## config.mk

```make
export PLATFORM = sky130hd
export DESIGN_NAME = ubus_seq
export DESIGN_NICKNAME = d
export VERILOG_FILES = /design/src/rtl/ubus_pkg.sv /design/src/rtl/ubus_urom.sv /design/src/rtl/ubus_useq.sv /design/src/rtl/ubus_regfile.sv /design/src/rtl/ubus_seq.sv
export SDC_FILE = /design/constraint.sdc
export NUM_CORES = 1
export LEC_CHECK = 0
export ABC_AREA = 1
export CAP_MARGIN = 25
export CORE_ASPECT_RATIO = 2
export CORE_UTILIZATION = 63
export CTS_CLUSTER_DIAMETER = 50
export DETAILED_ROUTE_END_ITERATION = 10
export DONT_BUFFER_PORTS = 1
export PLACE_DENSITY = 0.81
export SYNTH_ARGS = -nofsm -noshare
export SYNTH_HDL_FRONTEND = slang
export SYNTH_SLANG_ARGS = --single-unit
```

## constraint.sdc

```tcl
create_clock -name clk -period 6.19 [get_ports clk]
set_input_delay 0.9285 -clock clk [delete_from_list [all_inputs] [get_ports clk]]
set_output_delay 0.9285 -clock clk [all_outputs]
set_load 0.05 [all_outputs]
```

## src/rtl/ubus_pkg.sv

```systemverilog
package ubus_pkg;

  localparam int UAW  = 5;
  localparam int NDRV = 5;

  // bus source enable bit positions
  localparam int DRV_PC  = 0;
  localparam int DRV_REG = 1;
  localparam int DRV_MEM = 2;
  localparam int DRV_ALU = 3;
  localparam int DRV_B   = 4;

  localparam logic [3:0] OP_ADDM = 4'h1;
  localparam logic [3:0] OP_SCPY = 4'h2;

  // micro-addresses the sequencer and checks refer to
  localparam logic [UAW-1:0] UA_F0       = 5'd0;
  localparam logic [UAW-1:0] UA_F1       = 5'd1;
  localparam logic [UAW-1:0] UA_F2       = 5'd2;
  localparam logic [UAW-1:0] UA_ADD      = 5'd3;
  localparam logic [UAW-1:0] UA_CPY      = 5'd9;
  localparam logic [UAW-1:0] UA_CPY_TEST = 5'd13;

  typedef enum logic [2:0] {
    UB_NEXT        = 3'd0,
    UB_JUMP        = 3'd1,
    UB_FETCH       = 3'd2,
    UB_FETCH_IF_BZ = 3'd3,
    UB_DISPATCH    = 3'd4
  } ubr_e;

  typedef enum logic [1:0] {
    RS_RD  = 2'd0,
    RS_RS1 = 2'd1,
    RS_RS2 = 2'd2
  } rsel_e;

  typedef enum logic {
    ALU_AB = 1'b0,
    ALU_A4 = 1'b1
  } alu_e;

  typedef struct packed {
    logic [NDRV-1:0] drv;
    logic            ld_ma;
    logic            ld_a;
    logic            ld_b;
    logic            ld_ir;
    logic            ld_pc;
    logic            reg_en;
    logic            reg_wr;
    rsel_e           rsel;
    logic            mem_en;
    logic            mem_wr;
    alu_e            alu;
    ubr_e            ubr;
    logic [UAW-1:0]  target;
  } uop_t;

endpackage

```

## src/rtl/ubus_urom.sv

```systemverilog
module ubus_urom
  import ubus_pkg::*;
(
  input  logic [UAW-1:0] ua,
  output uop_t           uop
);

  // Fields that do not matter in a micro-op are left at 0.
  always_comb begin
    uop = '0;
    case (ua)
      // fetch
      5'd0: begin uop.drv[DRV_PC] = 1'b1; uop.ld_ma = 1'b1; uop.ld_a = 1'b1; uop.mem_en = 1'b1; end
      5'd1: begin uop.drv[DRV_MEM] = 1'b1; uop.ld_ir = 1'b1; end
      5'd2: begin uop.drv[DRV_ALU] = 1'b1; uop.alu = ALU_A4; uop.ld_pc = 1'b1; uop.ubr = UB_DISPATCH; end
      // memory-to-memory add
      5'd3: begin uop.drv[DRV_REG] = 1'b1; uop.reg_en = 1'b1; uop.rsel = RS_RS1; uop.ld_ma = 1'b1; uop.mem_en = 1'b1; end
      5'd4: begin uop.drv[DRV_MEM] = 1'b1; uop.ld_a = 1'b1; end
      5'd5: begin uop.drv[DRV_REG] = 1'b1; uop.reg_en = 1'b1; uop.rsel = RS_RS2; uop.ld_ma = 1'b1; uop.mem_en = 1'b1; end
      5'd6: begin uop.drv[DRV_MEM] = 1'b1; uop.ld_b = 1'b1; end
      5'd7: begin uop.drv[DRV_REG] = 1'b1; uop.reg_en = 1'b1; uop.rsel = RS_RD; uop.ld_ma = 1'b1; end
      5'd8: begin uop.drv[DRV_ALU] = 1'b1; uop.alu = ALU_AB; uop.mem_en = 1'b1; uop.mem_wr = 1'b1; uop.ubr = UB_FETCH; end
      // string copy loop
      5'd9:  begin uop.drv[DRV_REG] = 1'b1; uop.reg_en = 1'b1; uop.rsel = RS_RS1; uop.ld_ma = 1'b1; uop.ld_a = 1'b1; uop.mem_en = 1'b1; end
      5'd10: begin uop.drv[DRV_MEM] = 1'b1; uop.ld_b = 1'b1; end
      5'd11: begin uop.drv[DRV_REG] = 1'b1; uop.reg_en = 1'b1; uop.rsel = RS_RD; uop.ld_ma = 1'b1; end
      5'd12: begin uop.drv[DRV_B] = 1'b1; uop.mem_en = 1'b1; uop.mem_wr = 1'b1; end
      5'd13: begin uop.drv[DRV_B] = 1'b1; uop.ubr = UB_FETCH_IF_BZ; end
      5'd14: begin uop.drv[DRV_ALU] = 1'b1; uop.alu = ALU_A4; uop.reg_en = 1'b1; uop.reg_wr = 1'b1; uop.rsel = RS_RS1; end
      5'd15: begin uop.drv[DRV_REG] = 1'b1; uop.reg_en = 1'b1; uop.rsel = RS_RD; uop.ld_a = 1'b1; end
      5'd16: begin
        uop.drv[DRV_ALU] = 1'b1; uop.alu = ALU_A4; uop.reg_en = 1'b1; uop.reg_wr = 1'b1;
        uop.rsel = RS_RD; uop.ubr = UB_JUMP; uop.target = UA_CPY;
      end
      default: begin uop.drv[DRV_PC] = 1'b1; uop.ubr = UB_FETCH; end
    endcase
  end

endmodule

```

## src/rtl/ubus_useq.sv

```systemverilog
module ubus_useq
  import ubus_pkg::*;
(
  input  logic           clk,
  input  logic           rst,
  input  ubr_e           ubr,
  input  logic [UAW-1:0] target,
  input  logic           b_zero,
  input  logic [3:0]     opcode,
  output logic [UAW-1:0] upc
);

  logic [UAW-1:0] seq_ua;
  logic [UAW-1:0] disp_ua;
  logic [UAW-1:0] nxt_ua;

  assign seq_ua = upc + UAW'(1);

  always_comb begin
    case (opcode)
      OP_ADDM: disp_ua = UA_ADD;
      OP_SCPY: disp_ua = UA_CPY;
      default: disp_ua = UA_F0;
    endcase
  end

  always_comb begin
    case (ubr)
      UB_NEXT:        nxt_ua = seq_ua;
      UB_JUMP:        nxt_ua = target;
      UB_FETCH:       nxt_ua = UA_F0;
      UB_FETCH_IF_BZ: nxt_ua = b_zero ? UA_F0 : seq_ua;
      UB_DISPATCH:    nxt_ua = disp_ua;
      default:        nxt_ua = UA_F0;
    endcase
  end

  always_ff @(posedge clk) begin
    if (rst) upc <= UA_F0;
    else     upc <= nxt_ua;
  end

  AST_COPY_EXIT_ON_ZERO: assert property (@(posedge clk) disable iff (rst)
    (upc == UA_CPY_TEST && b_zero) |=> (upc == UA_F0)) else $error("copy did not exit on zero");

  AST_DISPATCH_TARGET: assert property (@(posedge clk) disable iff (rst)
    (upc == UA_F2) |=> (upc == UA_F0 || upc == UA_ADD || upc == UA_CPY)) else $error("bad dispatch");

endmodule

```

## src/rtl/ubus_regfile.sv

```systemverilog
module ubus_regfile #(
  parameter int DW     = 32,
  parameter int NREG   = 8,
  parameter int RW     = 3,
  parameter int STRIDE = 128
) (
  input  logic          clk,
  input  logic          rst,
  input  logic          we,
  input  logic [RW-1:0] idx,
  input  logic [DW-1:0] wdata,
  output logic [DW-1:0] rdata
);

  logic [DW-1:0] rv [NREG];

  for (genvar i = 0; i < NREG; i++) begin : g_reg
    logic [DW-1:0] q;
    always_ff @(posedge clk) begin
      if (rst)                         q <= DW'(i * STRIDE);
      else if (we && idx == RW'(i))    q <= wdata;
    end
    assign rv[i] = q;
  end

  assign rdata = rv[idx];

endmodule

```

## src/rtl/ubus_seq.sv

```systemverilog
module ubus_seq
  import ubus_pkg::*;
#(
  parameter int DW         = 32,
  parameter int AW         = 8,
  parameter int NREG       = 8,
  parameter int RESET_PC   = 0,
  parameter int REG_STRIDE = 128
) (
  input  logic          clk,
  input  logic          rst,
  output logic          mem_en,
  output logic          mem_we,
  output logic [AW-1:0] mem_addr,
  output logic [DW-1:0] mem_wdata,
  input  logic [DW-1:0] mem_rdata
);

  localparam int RW = $clog2(NREG);

  uop_t           uop;
  logic [UAW-1:0] upc;
  logic [DW-1:0]  bus;
  logic [DW-1:0]  pc, a_q, b_q, alu_y, rf_rdata;
  logic [AW-1:0]  ma_q;
  logic [3:0]     ir_op;
  logic [RW-1:0]  ir_rd, ir_rs1, ir_rs2, rf_idx;
  logic           b_zero;

  ubus_urom u_rom (.ua(upc), .uop(uop));

  ubus_useq u_seq (
    .clk(clk), .rst(rst), .ubr(uop.ubr), .target(uop.target),
    .b_zero(b_zero), .opcode(ir_op), .upc(upc)
  );

  always_comb begin
    case (uop.rsel)
      RS_RS1:  rf_idx = ir_rs1;
      RS_RS2:  rf_idx = ir_rs2;
      default: rf_idx = ir_rd;
    endcase
  end

  ubus_regfile #(.DW(DW), .NREG(NREG), .RW(RW), .STRIDE(REG_STRIDE)) u_rf (
    .clk(clk), .rst(rst), .we(uop.reg_wr), .idx(rf_idx), .wdata(bus), .rdata(rf_rdata)
  );

  assign alu_y = a_q + ((uop.alu == ALU_AB) ? b_q : DW'(4));

  // shared bus: AND-OR of the enabled sources
  always_comb begin
    bus = '0;
    if (uop.drv[DRV_PC])  bus = bus | pc;
    if (uop.drv[DRV_REG]) bus = bus | rf_rdata;
    if (uop.drv[DRV_MEM]) bus = bus | mem_rdata;
    if (uop.drv[DRV_ALU]) bus = bus | alu_y;
    if (uop.drv[DRV_B])   bus = bus | b_q;
  end

  always_ff @(posedge clk) begin
    if (rst) begin
      pc     <= DW'(RESET_PC);
      ma_q   <= '0;
      a_q    <= '0;
      b_q    <= '0;
      ir_op  <= '0;
      ir_rd  <= '0;
      ir_rs1 <= '0;
      ir_rs2 <= '0;
    end else begin
      if (uop.ld_pc) pc   <= bus;
      if (uop.ld_ma) ma_q <= bus[AW+1:2];
      if (uop.ld_a)  a_q  <= bus;
      if (uop.ld_b)  b_q  <= bus;
      if (uop.ld_ir) begin
        ir_op  <= bus[DW-1 -: 4];
        ir_rd  <= bus[16 +: RW];
        ir_rs1 <= bus[8 +: RW];
        ir_rs2 <= bus[0 +: RW];
      end
    end
  end

  assign b_zero    = (b_q == '0);
  assign mem_en    = uop.mem_en;
  assign mem_we    = uop.mem_wr;
  // a read is launched in the same cycle that loads the address latch
  assign mem_addr  = uop.ld_ma ? bus[AW+1:2] : ma_q;
  assign mem_wdata = bus;

  AST_BUS_ONE_DRIVER: assert property (@(posedge clk) disable iff (rst)
    $countones(uop.drv) == 1) else $error("bus driver count");

  AST_MEM_WE_NEEDS_EN: assert property (@(posedge clk) disable iff (rst)
    mem_we |-> mem_en) else $error("write without enable");

  AST_REG_WR_NEEDS_EN: assert property (@(posedge clk) disable iff (rst)
    uop.reg_wr |-> uop.reg_en) else $error("reg write without enable");

  AST_IR_ONLY_IN_FETCH: assert property (@(posedge clk) disable iff (rst)
    uop.ld_ir |-> (upc == UA_F1)) else $error("instruction reload mid-op");

  AST_PC_STEP: assert property (@(posedge clk) disable iff (rst)
    uop.ld_pc |=> (pc == $past(pc) + DW'(4))) else $error("pc step");

endmodule

```

After elaboration in Yosys (flattened, before gate mapping)
Cells that the tools add are included.

word-level totals
  register bits = 378
  latch bits = 0
  memory bits (writable) = 0
  ROM bits = 0
  input bits = 34
  logic and storage cells = 111
  memories kept = 0

cells by class
  $add $sub $neg = 2
  $mul = 0
  div/mod/pow operators = 0
  order comparisons = 1
  equality and inequality tests = 30
  shift operators = 0
  mux-type cells = 30
  bitwise gates (word level) = 5
  reduce and logical (&&, ||, !) cells = 26

operator list
  operator                                                          number
  32-bit 2-to-1 mux                                                 8
  32-bit bitwise OR                                                 4
  32-bit binary-select mux with 3-bit select                        1
  5-bit by 4-bit == test with 1-bit output (second input constant)  8
  32-bit adder                                                      1
  32-bit zero test                                                  1
  5-bit by 3-bit == test with 1-bit output (second input constant)  4
  5-bit case mux with 4 select lines                                1
  6-bit OR reduction                                                3
  16-bit OR reduction                                               1
  3-bit == test (second input constant)                             5
  1-bit 2-to-1 mux                                                  13
  13-bit OR reduction                                               1
  3-bit case mux with 4 select lines                                1
  4-bit OR reduction                                                3
  5-bit by 2-bit == test with 1-bit output (second input constant)  2
  3-bit by 2-bit == test with 1-bit output (second input constant)  3
  1-bit logical AND                                                 8
  8-bit 2-to-1 mux                                                  1
  4-bit case mux with 2 select lines                                1
  2-bit OR reduction                                                4
  3-bit by 1-bit == test with 1-bit output (second input constant)  2
  3-bit zero test                                                   2
  3-bit case mux with 2 select lines                                1
  14 further kinds                                                  15

Logic depth before layout (Yosys ltp)
  word-level depth = 18
  depth in mapped cells = 25

Hierarchy
A second synthesis with hierarchy kept.

unflattened totals
  cells, all modules = 3388
  area, all modules = 20778.7 um^2

by module, submodules not included
  module        times used  cells an instance  area each (um^2)
  ubus_regfile  1           1851               11671.2
  ubus_seq      1           1383               8299.2
  ubus_urom     1           85                 420.4
  ubus_useq     1           69                 387.9

Worst setup path after synthesis
OpenSTA, ideal clock, no wires.

  kind = reg-to-output
  start point = reg u_seq.upc[0]
  end point = out mem_wdata[12]
  arrival = 3474 ps
  data required time = 5261 ps
  path slack = 1788 ps
  stages on the path, launching flop included = 19
  path buffers = 2
  cells stage by stage = dfxtp_1 -> inv_1 -> ha_1 -> inv_1 -> nor2_1 -> nand2_1 -> nand3_4 -> clkbuf_1 -> nor2_1 -> ha_1 -> fa_1 -> nand3_1 -> nand3_1 -> nand3_1 -> nand3_1 -> or2_2 -> nand3_1 -> buf_2 -> nand3_1

on the way
  word-level cells in the longest chain between the ends = 17
  elaborated cells on any way between the ends = 47
  classes of those cells = add/sub (1); eq/ne (18); mux (16); bitwise (5); reduce/logical (7)

ends and longest elaborated chain
  what                                                                                                         RTL line            RTL
  start: declaration                                                                                           ubus_useq.sv:10     output logic [UAW-1:0] upc
  start signal: assignment                                                                                     ubus_useq.sv:40     else upc <= nxt_ua;
  5-bit by 2-bit == test with 1-bit output / 5-bit by 4-bit == test with 1-bit output (equally long branches)  --
  3-bit OR reduction (no line)                                                                                 --
  2-bit case mux with 2 select lines                                                                           ubus_urom.sv:11     case (ua)
  2-bit == test / 2-bit by 1-bit == test with 1-bit output (equally long branches)                             ubus_seq.sv:38      case (uop.rsel)
  3-bit case mux with 2 select lines                                                                           ubus_seq.sv:38
  3-bit inverter with 4-bit output (not written as such)                                                       ubus_regfile.sv:26  assign rdata = rv[idx];
  32-bit binary-select mux with 3-bit select                                                                   ubus_regfile.sv:26
  32-bit 2-to-1 mux (not written as such) (2 in a row)                                                         ubus_regfile.sv:26
  32-bit bitwise OR                                                                                            ubus_seq.sv:55      if (uop.drv[DRV_REG]) bus = bus | rf_rdata;
  32-bit 2-to-1 mux                                                                                            ubus_seq.sv:55
  32-bit bitwise OR                                                                                            ubus_seq.sv:56      if (uop.drv[DRV_MEM]) bus = bus | mem_rdata;
  32-bit 2-to-1 mux                                                                                            ubus_seq.sv:56
  32-bit bitwise OR                                                                                            ubus_seq.sv:57      if (uop.drv[DRV_ALU]) bus = bus | alu_y;
  32-bit 2-to-1 mux                                                                                            ubus_seq.sv:57
  32-bit bitwise OR                                                                                            ubus_seq.sv:58      if (uop.drv[DRV_B]) bus = bus | b_q;
  32-bit 2-to-1 mux *                                                                                          ubus_seq.sv:58
  end: declaration                                                                                             ubus_seq.sv:15      output logic [DW-1:0] mem_wdata,

Every way passes the cells marked *; elsewhere a longest branch is shown, timed or not. The select of a mux whose other input is x is not followed.

Worst setup path after layout
  start point = reg u_seq.upc[0]
  end point = out mem_wdata[1]

The elaborated chain is that of the path after synthesis.

==> qor.yml <==
status:
  status: "complete, no violations"
sta:
  maxSlewViolCount: 0
  slew-limit-headroom: 0.2831
  finalCritPeriodShare: 0.9346
  timing.fmax_mhz: 172.9
  hold_violations: 0
  worst_clock_skew_ns: 0.02449
  tns_ns: 0
  rsz0062_at_grt: "false"
  finalSetupViolCount: 0
  holdWs_ns: 0.4708
  period_minus_slack_ns: 5.785
  tightest_slew_ns: 1.067
worst_setup_path:
  cp-start-kind: "flip-flop"
  critPathArrivalTime_ns: 4.86
  cp-end-kind: "primary output"
  path_class: "reg -> out"
  setup.worst_path.start: "u_seq.upc[0]$_SDFF_PP0_"
  crit_fanout: 62
  cp.required_ns: 5.26
  r2r-start: "u_seq.upc[0]$_SDFF_PP0_"
  reg2reg_depth: 19
grt:
  grt-ovfl-total: 0
  grt_pass1_wl_microns: 118100
  antenna_found_initial: 0
  grt_pass1_vias: 22950
  gr-usage-all-layers: 0.4108
  grt_max_degree: 345
routing:
  drt-met1-wl_microns: 27360
  wl_met2_microns: 35950
  routed_wl_microns: 76000
  viasPerCell: 5.842
  routedWlPerCell_microns: 18.27
  ant_nets: 0
  firstDrtPassIters: 6
  dr_total_vias: 24300
  first_iter_violations: 2635
  drc: 0
  routed.top_layer: "met4"
  dr_wl_met3_microns: 7229
die:
  coreArea_sq_um: 35200
  die_x_microns: 136.0
  dieArea_sq_um: 36730
  start_util: 0.6430
  chipHeight_microns: 270.0
  rows: 97
  ioPinCount: 76
synthesis:
  synth_top_area_frac: 0.3344
  synth_fa_ha_area_frac: 0.02189
  yosys-top-cells-area: "dfxtp_1 33%, nand2_1 16%, inv_1 12%"
  synth_fp_nets: 3878
  synth-compound-area-share: 0.09714
  muxShareOfSynthArea: 0
  yosys.area_share.simple: 0.3752
  synth_xor_area_frac: 0.002322
  ys_warn_count: 0
  ys_types: 36
  synth_seq_cells: 378
  yosysSeqAreaShare: 0.3344
  avgSynthCellArea_sq_um: 5.948
  syn-instance-count: 3805
  synth_area_sq_um: 22630
  synth_area_leader_cell: "dfxtp_1"
  synth_top_family_by_area: "simple AND/OR/NAND/NOR gates"
layout:
  layout_commonest_cell: "nand2_1"
  drive_above_1_share: 0.05680
  final_nets: 3764
  final_cell_mix: "946 x nand2_1, 698 x inv_1, 501 x nor2_1"
  area_delta_synth_final_pct: 6.861
  fillers: 3162
  antenna_cells: 0
  design_area_sq_um: 24180
min_path:
  hp-class: "reg -> reg"
  min_from: "u_rf.g_reg[1].q[7]$_SDFFE_PP1P_"
  min_delay_path_depth: 2
clocking:
  htreeDepth: 2
  clk_path_buf_depth: 3
  clock-sinks: 378
  cts_buffers: 37
  root_buffer: "clkbuf_16"
  cts_hold_buf: 0
  clk_pin_slew_worst_paths_ns: 0.06
  ctsResizeCount: 0
  insertion_delay_ns: 0.55
  postCtsSetupRepairBufs: 0
  cts_tree: "done"
placed_design:
  port_buffers: 0
  gp_congestion: 1.013
  placed_cell_area_sq_um: 22990
  hpwlAfterDp_microns: 51060
pwr:
  ir_drop_v: 0.0005103
  leakagePower_uw: 0.01293
  power_density_nw_per_um2: 418.2
job:
  max_cap_violations: 0
kinds of logic (layout without fill, tap and decap cells):
logic type      after synthesis  count (layout)
flops                       378             378
compound gates              416             416
buf+inv                     966             876
simple gates               2000            2000
fa+ha+maj                    39              39
xor+xnor                      6               6
cell type report:
type                    count  area [sq um]  area share
repair buffers             89         833.3     0.03446
clock inverters            15         157.7    0.006519
well taps                 445         556.8     0.02302
clock buffers              48          1037     0.04289
inverters                 724          2718      0.1124
multi-input cells        2461         11310      0.4678
flip-flops and latches    378          7567      0.3129
layer usage:
layer  up-vias  global-route usage
met1     11060              0.4663
met2      1381              0.6829
met4         0              0.2901
met5         -                   0
li1      11490                   -
met3       377             0.07376
synth_stat cells:
master and n:
inv_1 698, nand2_1 948, nand3_2 1, o21ai_0 134, nor2_4 2, nor2_2 8, ha_1 38, buf_6 2
o21ai_1 64, nor3_1 3, o211ai_1 1, a31oi_1 1, o21ai_2 1, buf_1 14, a21oi_1 173, nand3b_1 4
xnor2_1 3, nand4_1 173, clkbuf_1 94, nand3_1 337, o21bai_1 9, nor2_1 506, a22oi_1 28, clkinv_1 4
buf_2 124, a21oi_2 3, a21o_1 2, or2_2 10, buf_4 8, nand2_2 6, inv_2 22, fa_1 1
nand3_4 1, nor2_8 1, xor2_1 3, dfxtp_1 378
flip-flops by register name, summed over array words and instances, names as in the netlist:
name,cells
ir_rs1,3
a_q,32
ir_rd,3
ir_op,4
u_seq.upc,5
ma_q,8
pc,32
ir_rs2,3
b_q,32
u_rf.g.q,256
per-stage QoR:
step                cells  power, uW  setup slack, ns  utilization
finish               4160      10110           0.4051       0.6871
CTS                  4160       9987           0.5197       0.6871
floorplan            3805       6157            1.788            -
global route         4160      10500           0.1136       0.6871
global placement     4095       7631            1.217       0.6516
detailed placement   4097       7705            1.099       0.6532
final timing paths:
path                                      end  slack (ns)
max                              mem_wdata[1]        0.41
min           u_rf.g_reg[1].q[7]$_SDFFE_PP1P_        0.47
max reg2reg  u_rf.g_reg[4].q[24]$_SDFFE_PP0P_        1.19
min reg2reg   u_rf.g_reg[1].q[7]$_SDFFE_PP1P_        0.47
power by group:
part | internal [uW] | total [uW] | switching [uW]
Sequential | 2650 | 2760 | 118
Clock | 1280 | 2300 | 1020
Combinational | 1300 | 5050 | 3750
Total | 5220 | 10100 | 4890
critical path: stages, from the launching register on:
cell and delay [ns]:
dfxtp_1 0.38, inv_1 0.11, ha_1 0.23, inv_1 0.06, nor2_1 0.07, nand2_1 0.17, inv_1 0.06, nor3_1 0.36
inv_1 0.09, ha_1 0.34, inv_2 0.14, nand3_1 0.14, o21ai_4 0.09, buf_4 0.67, nand2_1 0.39, inv_1 0.25
a21oi_1 0.09, nand3_1 0.08, nand3_1 0.11, nand2_1 0.22, buf_4 0.24
Power figures use the tool's default switching activity.
